===== src/rtl/hdlc_tx_pkg.sv =====
package hdlc_tx_pkg;
  typedef enum logic [1:0] {MODE_FLAG, MODE_DATA, MODE_ABORT} tx_mode_e;
  localparam logic [7:0] FLAG_BYTE  = 8'h7E;
  localparam logic [7:0] ABORT_BYTE = 8'hFF;
  localparam int unsigned STUFF_RUN = 5;
endpackage


===== src/rtl/hdlc_tx_fifo_buf.sv =====
module hdlc_tx_fifo_buf #(
  parameter int unsigned DEPTH = 16,
  parameter int unsigned WIDTH = 9,
  localparam int unsigned AW = (DEPTH > 1) ? $clog2(DEPTH) : 1,
  localparam int unsigned CW = $clog2(DEPTH + 1)
) (
  input  logic             clk_i,
  input  logic             rst_ni,
  input  logic             push_i,
  input  logic [WIDTH-1:0] din_i,
  input  logic             pop_i,
  output logic [WIDTH-1:0] dout_o,
  output logic             empty_o,
  output logic             full_o,
  output logic [CW-1:0]    count_o
);
  logic [WIDTH-1:0] mem_q [DEPTH];
  logic [AW-1:0]    wr_ptr_q, rd_ptr_q;
  logic [CW-1:0]    cnt_q;
  logic             do_push, do_pop;

  assign full_o  = (cnt_q == CW'(DEPTH));
  assign empty_o = (cnt_q == '0);
  assign do_push = push_i && !full_o;
  assign do_pop  = pop_i && !empty_o;
  assign dout_o  = mem_q[rd_ptr_q];
  assign count_o = cnt_q;

  function automatic logic [AW-1:0] ptr_inc(logic [AW-1:0] p);
    return (p == AW'(DEPTH - 1)) ? '0 : p + 1'b1;
  endfunction

  always_ff @(posedge clk_i or negedge rst_ni) begin
    if (!rst_ni) begin
      wr_ptr_q <= '0;
      rd_ptr_q <= '0;
      cnt_q    <= '0;
    end else begin
      if (do_push) wr_ptr_q <= ptr_inc(wr_ptr_q);
      if (do_pop)  rd_ptr_q <= ptr_inc(rd_ptr_q);
      cnt_q <= cnt_q + CW'(do_push) - CW'(do_pop);
    end
  end

  always_ff @(posedge clk_i) begin
    if (do_push) mem_q[wr_ptr_q] <= din_i;
  end
endmodule


===== src/rtl/hdlc_tx_framer.sv =====
module hdlc_tx_framer
  import hdlc_tx_pkg::*;
(
  input  logic       clk_i,
  input  logic       rst_ni,
  input  logic       bit_en_i,
  input  logic       empty_i,
  input  logic [7:0] din_i,
  input  logic       last_i,
  output logic       pop_o,
  output logic       tx_bit_o,
  output logic       ur_set_o,
  output tx_mode_e   mode_o
);
  tx_mode_e   mode_q, mode_n;
  logic [7:0] sh_q, sh_n;
  logic [3:0] bcnt_q, bcnt_n;
  logic [2:0] ones_q, ones_n;
  logic       last_q, last_n, tx_q, tx_n, done;

  always_comb begin
    mode_n = mode_q; sh_n = sh_q; bcnt_n = bcnt_q; ones_n = ones_q;
    last_n = last_q; tx_n = tx_q; done = 1'b0; pop_o = 1'b0; ur_set_o = 1'b0;
    if (bit_en_i) begin
      if (mode_q == MODE_DATA && ones_q == 3'(STUFF_RUN)) begin
        tx_n   = 1'b0;
        ones_n = '0;
        done   = (bcnt_q == 4'd8);
      end else begin
        tx_n   = sh_q[0];
        sh_n   = {1'b0, sh_q[7:1]};
        bcnt_n = bcnt_q + 1'b1;
        if (mode_q == MODE_DATA) ones_n = sh_q[0] ? ones_q + 1'b1 : '0;
        // a run completing on the last bit delays the end for its stuff bit
        done = (bcnt_q == 4'd7) &&
               !(mode_q == MODE_DATA && sh_q[0] && ones_q == 3'(STUFF_RUN - 1));
      end
      if (done) begin
        bcnt_n = '0;
        if (mode_q == MODE_DATA && !last_q && empty_i) begin
          ur_set_o = 1'b1;
          mode_n   = MODE_ABORT;
          sh_n     = ABORT_BYTE;
          ones_n   = '0;
        end else if (mode_q != MODE_ABORT && !(mode_q == MODE_DATA && last_q) && !empty_i) begin
          pop_o  = 1'b1;
          mode_n = MODE_DATA;
          sh_n   = din_i;
          last_n = last_i;
        end else begin
          mode_n = MODE_FLAG;
          sh_n   = FLAG_BYTE;
          ones_n = '0;
        end
      end
    end
  end

  always_ff @(posedge clk_i or negedge rst_ni) begin
    if (!rst_ni) begin
      mode_q <= MODE_FLAG;
      sh_q   <= FLAG_BYTE;
      bcnt_q <= '0;
      ones_q <= '0;
      last_q <= 1'b0;
      tx_q   <= 1'b1;
    end else begin
      mode_q <= mode_n;
      sh_q   <= sh_n;
      bcnt_q <= bcnt_n;
      ones_q <= ones_n;
      last_q <= last_n;
      tx_q   <= tx_n;
    end
  end

  assign tx_bit_o = tx_q;
  assign mode_o   = mode_q;
endmodule


===== src/rtl/hdlc_tx_fifo.sv =====
module hdlc_tx_fifo
  import hdlc_tx_pkg::*;
#(
  parameter int unsigned DEPTH = 16,
  localparam int unsigned CW = $clog2(DEPTH + 1)
) (
  input  logic       clk_i,
  input  logic       rst_ni,
  input  logic       wr_en_i,
  input  logic [7:0] wr_data_i,
  input  logic       wr_last_i,
  input  logic       stat_rd_i,
  input  logic       bit_en_i,
  output logic       tx_bit_o,
  output logic       full_o,
  output logic       underrun_o
);
  logic          pop, empty, ur_set, ur_q;
  logic [8:0]    head;
  logic [CW-1:0] count;
  tx_mode_e      mode;

  hdlc_tx_fifo_buf #(.DEPTH(DEPTH), .WIDTH(9)) u_buf (
    .clk_i, .rst_ni,
    .push_i (wr_en_i),
    .din_i  ({wr_last_i, wr_data_i}),
    .pop_i  (pop),
    .dout_o (head),
    .empty_o(empty),
    .full_o (full_o),
    .count_o(count)
  );

  hdlc_tx_framer u_framer (
    .clk_i, .rst_ni,
    .bit_en_i,
    .empty_i (empty),
    .din_i   (head[7:0]),
    .last_i  (head[8]),
    .pop_o   (pop),
    .tx_bit_o(tx_bit_o),
    .ur_set_o(ur_set),
    .mode_o  (mode)
  );

  always_ff @(posedge clk_i or negedge rst_ni) begin
    if (!rst_ni)        ur_q <= 1'b0;
    else if (ur_set)    ur_q <= 1'b1;
    else if (stat_rd_i) ur_q <= 1'b0;
  end
  assign underrun_o = ur_q;
endmodule


===== config.mk =====
export PLATFORM = sky130hd
export DESIGN_NAME = hdlc_tx_fifo
export DESIGN_NICKNAME = d
export VERILOG_FILES = /design/src/rtl/hdlc_tx_pkg.sv /design/src/rtl/hdlc_tx_fifo_buf.sv /design/src/rtl/hdlc_tx_framer.sv /design/src/rtl/hdlc_tx_fifo.sv
export SDC_FILE = /design/constraint.sdc
export NUM_CORES = 1
export LEC_CHECK = 0
export BUFFER_PORTS_ARGS = -buffer_cell sky130_fd_sc_hd__buf_2
export CAP_MARGIN = 20
export CORE_ASPECT_RATIO = 0.8
export CORE_MARGIN = 4
export CORE_UTILIZATION = 35
export CTS_BUF_LIST = sky130_fd_sc_hd__clkbuf_16
export CTS_CLUSTER_SIZE = 30
export DETAILED_ROUTE_END_ITERATION = 16
export GPL_ROUTABILITY_DRIVEN = 0
export HOLD_SLACK_MARGIN = 0.02
export PLACE_DENSITY = 0.51
export SLEW_MARGIN = 20
export SYNTH_ARGS = -nofsm -noshare
export SYNTH_HDL_FRONTEND = slang
export SYNTH_SLANG_ARGS = --single-unit

===== constraint.sdc =====
create_clock -name clk_i -period 3.4 [get_ports clk_i]
set_clock_uncertainty 0.2 [all_clocks]
set_input_delay 0 -clock clk_i [delete_from_list [all_inputs] [get_ports clk_i]]
set_output_delay 0 -clock clk_i [all_outputs]
set_load 0.01 [all_outputs]

==> impl_metrics.ini, run 1 <==
[logic_synthesis]
netlist.area_leader.share = 0.589
synth-edff-count = 144
synth_top_area_cell = edfxtp_1
ys.flop_type = edfxtp_1
syn_avg_cell_area_sq_um = 16.9
yosysWarnings = 0
async_flop_share = 0.186
ys_ff_latch = 177
synth.most_common_cell = edfxtp_1
yosysSeqAreaShare = 0.702
synth_fp_nets = 466
syn-cell-area_sq_um = 7350
synth_top_cells_by_count = edfxtp_1 (144), mux4_2 (36), nand2_1 (27), dfrtp_1 (26), nor2_1 (24)
synth_area_leaders = edfxtp_1 (59%), mux4_2 (11%), dfrtp_1 (8.9%), ha_1 (2.7%), dfstp_2 (2.5%)
synthCells = 435
ys_types = 51

[grt]
grt_start_max_net_pins = 41
antenna_found_initial = 0
globalRouteOverflowTotal = 0
grt_pass1_vias = 4121
grtUsageTotal = 0.145
grt_pass1_wl_microns = 25000

[finish]
drive_above_1_share = 0.252
fin_nets = 525
syn2layout_area_growth_pct = 17.5
multiInputGateArea_sq_um = 2020
regArea_sq_um = 5160
nFillCells = 1824
diodes = 0

[floorplan]
die-area_sq_um = 23400
start_util = 0.356
die_w_microns = 170
fp.dieH_microns = 138
io_pins = 17
rows = 47
fp.coreArea_sq_um = 20600

[place]
io_buffers = 16
hpwl_microns = 10200
preCtsSetupSlack_ns = 0.316

[pwr]
pwr_density_cell_nw_per_um2 = 749
leakagePower_nw = 3.04
p_switching_mw = 1.93
sw_frac_of_total = 0.299
intPower_mw = 4.53
clockPowerShare = 0.285
vdd_drop_max_mv = 0.343
p_seq_frac = 0.451
power.total_mw = 6.46
comb_power_share = 0.263

[setup_path]
cp-start-kind = register
worstPathArrival_ns = 3.19
worstPathRequired_ns = 3.51
worst-path-max-fanout = 4
end_kind = register
critical_path_class = register to register

[clock_tree]
post-cts-setup-buffers = 0
clk_path_buf_depth = 2
clk_pin_slew_worst_paths_ns = 0.07
cts-resized-gates = 0
cts_hold_buffers = 15
cts_htree_levels = 4
cts_sinks = 177
clk_latency_ns = 0.42
cts_root_buf = clkbuf_16
cts_buffers = 17
cts_tree = done

[timing]
fin_crit_sh = 0.906
relSlewSlack = 0.448
setup_violations = 0
setup_ws_ns = 0.321
min_period_ns = 3.08
fin_setup_tns_ns = 0
rsz0062_at_grt = false
fmax_ghz = 0.325
slew_violations = 0
finalHoldViolations = 0
tightest_slew_ns = 0.826

[route]
vias = 3926
via_per_inst = 5.06
dr.first_iter.drc_count = 349
drtAntennaViolNets = 0
drc_errors = 0
drt-total-wl_microns = 15700
drt-wirelength-per-cell_microns = 20.2
drt_first_pass_iters = 4

[outcome]
status = complete, no violations

[job]
cap_violations = 0

[min_path]
worstHoldPathType = primary input to asynchronous set/reset pin
-- layer usage --
metal	track usage	wire length, microns	up-vias
met3	0.0287	753	9
met2	0.226	7450	69
met4	0.0373	96	0
li1	-	-	1814
met1	0.211	7380	2034
met5	0	0	-
-- worst paths after layout --
check	start	to	slack [ns]	depth (start not counted)
worst max-delay path	u_framer.ones_q[1]$_DFFE_PN0P_	u_buf.count_o[4]$_DFF_PN0_	0.32	15
worst min-delay path	rst_ni	u_framer.sh_q[1]$_DFFE_PN1P_	0.03	2
worst max register to register	u_framer.ones_q[1]$_DFFE_PN0P_	u_buf.count_o[4]$_DFF_PN0_	0.32	15
worst min register to register	u_framer.sh_q[4]$_DFFE_PN1P_	u_framer.sh_q[4]$_DFFE_PN1P_	0.27	2
max in group asynchronous	rst_ni	u_buf.rd_ptr_q[0]$_DFFE_PN0P_	2.79	3
min in group clk_i	bit_en_i	u_framer.bcnt_q[3]$_DFFE_PN0P_	0.21	3
-- per-stage QoR --
step	hold WS (ns)	cell area, sq um	utilization	instances
after floorplan	-0.496	7350	-	435
after global placement	-0.0832	7910	0.383	729
after detailed placement	-0.0851	7910	0.383	729
after CTS	0.0237	8630	0.418	776
after global routing	0.0715	8630	0.418	776
final	0.0252	8630	0.418	776
-- flip-flops by register name, summed over array words and instances (netlist names) --
name and count:
u_buf.count_o 5, u_buf.mem_q 144, u_buf.rd_ptr_q 4, u_buf.wr_ptr_q 4, u_framer.bcnt_q 4, u_framer.last_q 1, u_framer.mode_o 2, u_framer.ones_q 3
u_framer.sh_q 8, u_framer.tx_bit_o 1, underrun_o 1
-- layout make-up --
| cell class | instances | share of cell area |
|---|---|---|
| clock buffer | 17 | 0.0493 |
| clock inverter | 15 | 0.0157 |
| inverter | 22 | 0.00957 |
| multi-input combinational | 217 | 0.234 |
| sequential | 177 | 0.598 |
| tap | 269 | 0.0390 |
| timing repair buffer | 59 | 0.0551 |
-- worst max-delay path, stage by stage (launching register included) --
cell,delay [ns]
dfrtp_1,0.38
inv_1,0.09
ha_1,0.22
nand4b_1,0.13
or2_2,0.34
a211oi_2,0.26
ha_1,0.28
inv_1,0.06
ha_1,0.16
inv_1,0.06
fa_1,0.40
inv_1,0.07
a21oi_1,0.06
nor2_1,0.08
nor2_1,0.05
xnor2_1,0.11
-- power groups by stage --
stage	clock (mW)	sequential (mW)	combinational, mW
CTS	1.90	2.92	1.74
finish	1.84	2.92	1.70
floorplan	0	2.85	1.30
global route	2.00	2.96	1.89
detailed placement	0	2.96	1.72
global placement	0	2.95	1.68
-- layout by cell type, fill, tap and decap left out, types with 8 or more instances in the layout --
cell type and count:
a21oi_1 11, edfxtp_1 144, clkbuf_16 17, nand2_1 27, a22oi_1 16, mux4_2 36, dfrtp_1 25, inv_1 21
buf_2 16, nor2_1 24, o21ai_0 8, buf_4 26, dlygate4sd3_1 14, ha_1 16
-- logic make-up (layout without fill, tap and decap cells) --
logic type | after synthesis | in the layout | synth area share
DFF | 177 | 177 | 0.702
and+or+nand+nor | 88 | 88 | 0.0577
AOI/OAI and AO/OA | 64 | 64 | 0.0610
buffers and inverters | 41 | 113 | 0.0232
muxes | 40 | 40 | 0.116
adders and majority gates | 17 | 17 | 0.0300
xor gates and xnor gates | 8 | 8 | 0.00954
(Power assumes the default switching activity.)
==> run 2, diff against run 1 <==
--- a/config.mk
+++ b/config.mk
@@ -16,7 +16,7 @@
 export GPL_ROUTABILITY_DRIVEN = 0
 export HOLD_SLACK_MARGIN = 0.02
 export PLACE_DENSITY = 0.51
-export SLEW_MARGIN = 20
+export RECOVER_POWER = 100
 export SYNTH_ARGS = -nofsm -noshare
 export SYNTH_HDL_FRONTEND = slang
 export SYNTH_SLANG_ARGS = --single-unit
==> constraint.sdc (replaced) <==
create_clock -name clk_i -period 3.4 [get_ports clk_i]
set_clock_uncertainty 0.2 [all_clocks]
set_input_delay 0.34 -clock clk_i [delete_from_list [all_inputs] [get_ports clk_i]]
set_output_delay 0.34 -clock clk_i [all_outputs]
set_load 0.01 [all_outputs]
==> impl_metrics.ini, run 2 (synthesized netlist as in run 1, its figures left out) <==
[outcome]
status = complete, but fails checks
violations = max-capacitance violations, max-slew violations

[floorplan]
rows = 47
start_util = 0.356
fp.dieH_microns = 138
die_w_microns = 170
die-area_sq_um = 23400
io_pins = 17
fp.coreArea_sq_um = 20600

[pwr]
pwr_density_cell_nw_per_um2 = 761
leakagePower_nw = 2.85
vdd_drop_max_mv = 0.332

[timing]
relSlewSlack = -0.213
setup_ws_ns = 0.280
setup_violations = 0
slew_violations = 34
rsz0062_at_grt = false
fin_setup_tns_ns = 0
tightest_slew_ns = 1.82
fin_crit_sh = 0.918
finalHoldViolations = 0
min_period_ns = 3.12
fmax_ghz = 0.321

[place]
io_buffers = 16
preCtsSetupSlack_ns = 0.284
hpwl_microns = 10100

[setup_path]
end_kind = register
crit_chain = inv_1 > ha_1 > nand4b_1 > or2_2 > a211oi_2 > ha_1 > inv_1 > ha_1 > inv_1 > fa_1 > inv_1 > a21oi_1 > nor2_1 > nor2_1 > xnor2_1
cp_slowest_stage_delay_ns = 0.39
cp-start-kind = register
crit_end = u_buf.count_o[4]$_DFF_PN0_
worstPathArrival_ns = 3.24
r2r-end = u_buf.count_o[4]$_DFF_PN0_
worst-path-max-fanout = 4
cpMostUsedCell = inv_1
slowest_stage = dfrtp_1
timing.rr.start = u_framer.ones_q[1]$_DFFE_PN0P_
critPathLaunch = u_framer.ones_q[1]$_DFFE_PN0P_
rrSetupSlack_ns = 0.28
r2r_cells = 15
critical_path_class = register to register
worstPathRequired_ns = 3.52

[clock_tree]
clk_pin_slew_worst_paths_ns = 0.07
cts_root_buf = clkbuf_16
cts_sinks = 177
cts_tree = done
clk_path_buf_depth = 2
cts_htree_levels = 4
clk_latency_ns = 0.43
post-cts-setup-buffers = 0
cts_buffers = 17

[grt]
grt_pass1_vias = 4119
grt_pass1_wl_microns = 24600
globalRouteOverflowTotal = 0
antenna_found_initial = 0
grt_start_max_net_pins = 41
grtUsageTotal = 0.143

[finish]
largest_reg_flops = 144
fin_nets = 514
nFillCells = 1853
largest_register = u_buf.mem_q
regArea_sq_um = 5160
diodes = 0
syn2layout_area_growth_pct = 14.2
mostFrequentLayoutCells = edfxtp_1 (144), clkbuf_1 (37), mux4_2 (36), nand2_1 (27), dfrtp_1 (26)
multiInputGateArea_sq_um = 2020
layout_commonest_cell = edfxtp_1
drive_above_1_share = 0.180

[job]
cap_violations = 1

[route]
dr.first_iter.drc_count = 290
drt-wirelength-per-cell_microns = 20.1
drt_first_pass_iters = 4
drc_errors = 0
via_per_inst = 5.06
vias = 3864
drt-total-wl_microns = 15400
drtAntennaViolNets = 0

[min_path]
worstHoldPathType = primary input to register
[run 2: area by class of cell]
type                            count  area share
Sequential cell                   177       0.615
Clock inverter                     14      0.0157
Tap cell                          269      0.0401
Timing Repair Buffer               48      0.0279
Multi-Input combinational cell    217       0.241
Clock buffer                       17      0.0507
Inverter                           22     0.00985
[run 2: layer usage]
layer  wire [microns]  global-route usage
met3              809              0.0359
met4              125              0.0373
met1             7270               0.206
met5                0                   0
met2             7160               0.220
[run 2: how the worst min path moves through the flow]
stage,from,endpoint,slack [ns],cells past startpoint
after floorplan,rst_ni,u_buf.count_o[0]$_DFF_PN0_,-0.16,0
after global placement,rst_ni,u_buf.count_o[2]$_DFF_PN0_,0.26,1
after detailed placement,rst_ni,u_buf.count_o[3]$_DFF_PN0_,0.25,1
after CTS,wr_data_i[7],u_buf.mem_q[12][7]$_DFFE_PP_,0.08,1
after global routing,wr_data_i[7],u_buf.mem_q[11][7]$_DFFE_PP_,0.27,1
final,wr_data_i[7],u_buf.mem_q[11][7]$_DFFE_PP_,0.24,1
[run 2: per-stage QoR]
stage | power (mW) | util | cell area [sq um] | cells | hold WS, ns
finish | 6.38 | 0.406 | 8390 | 764 | 0.243
global placement | 4.63 | 0.384 | 7920 | 730 | 0.257
detailed placement | 4.68 | 0.384 | 7920 | 730 | 0.254
CTS | 6.55 | 0.412 | 8510 | 764 | 0.0794
floorplan | 4.15 | - | 7350 | 435 | -0.156
global route | 6.78 | 0.406 | 8390 | 764 | 0.267
[run 2: repair_timing]
item	4_1_cts	5_1_grt
hold buffers	3	0
gates resized for setup	0	0
endpoints found under the hold margin	30	0
[run 2: report_power, final]
group	leakage (nW)	switching [mW]	total (mW)	internal, mW
Combinational	0.886	0.860	1.63	0.767
Clock	0.265	0.832	1.85	1.01
Sequential	1.69	0.223	2.91	2.69
[run 2: worst max-delay path: cells and delay by family, from the launching register on]
family	cells	cell delay, ns
flops	1	0.39
fa+ha+maj	4	1.06
compound gates	2	0.33
buf+inv	4	0.29
xor+xnor	1	0.11
simple gates	4	0.62
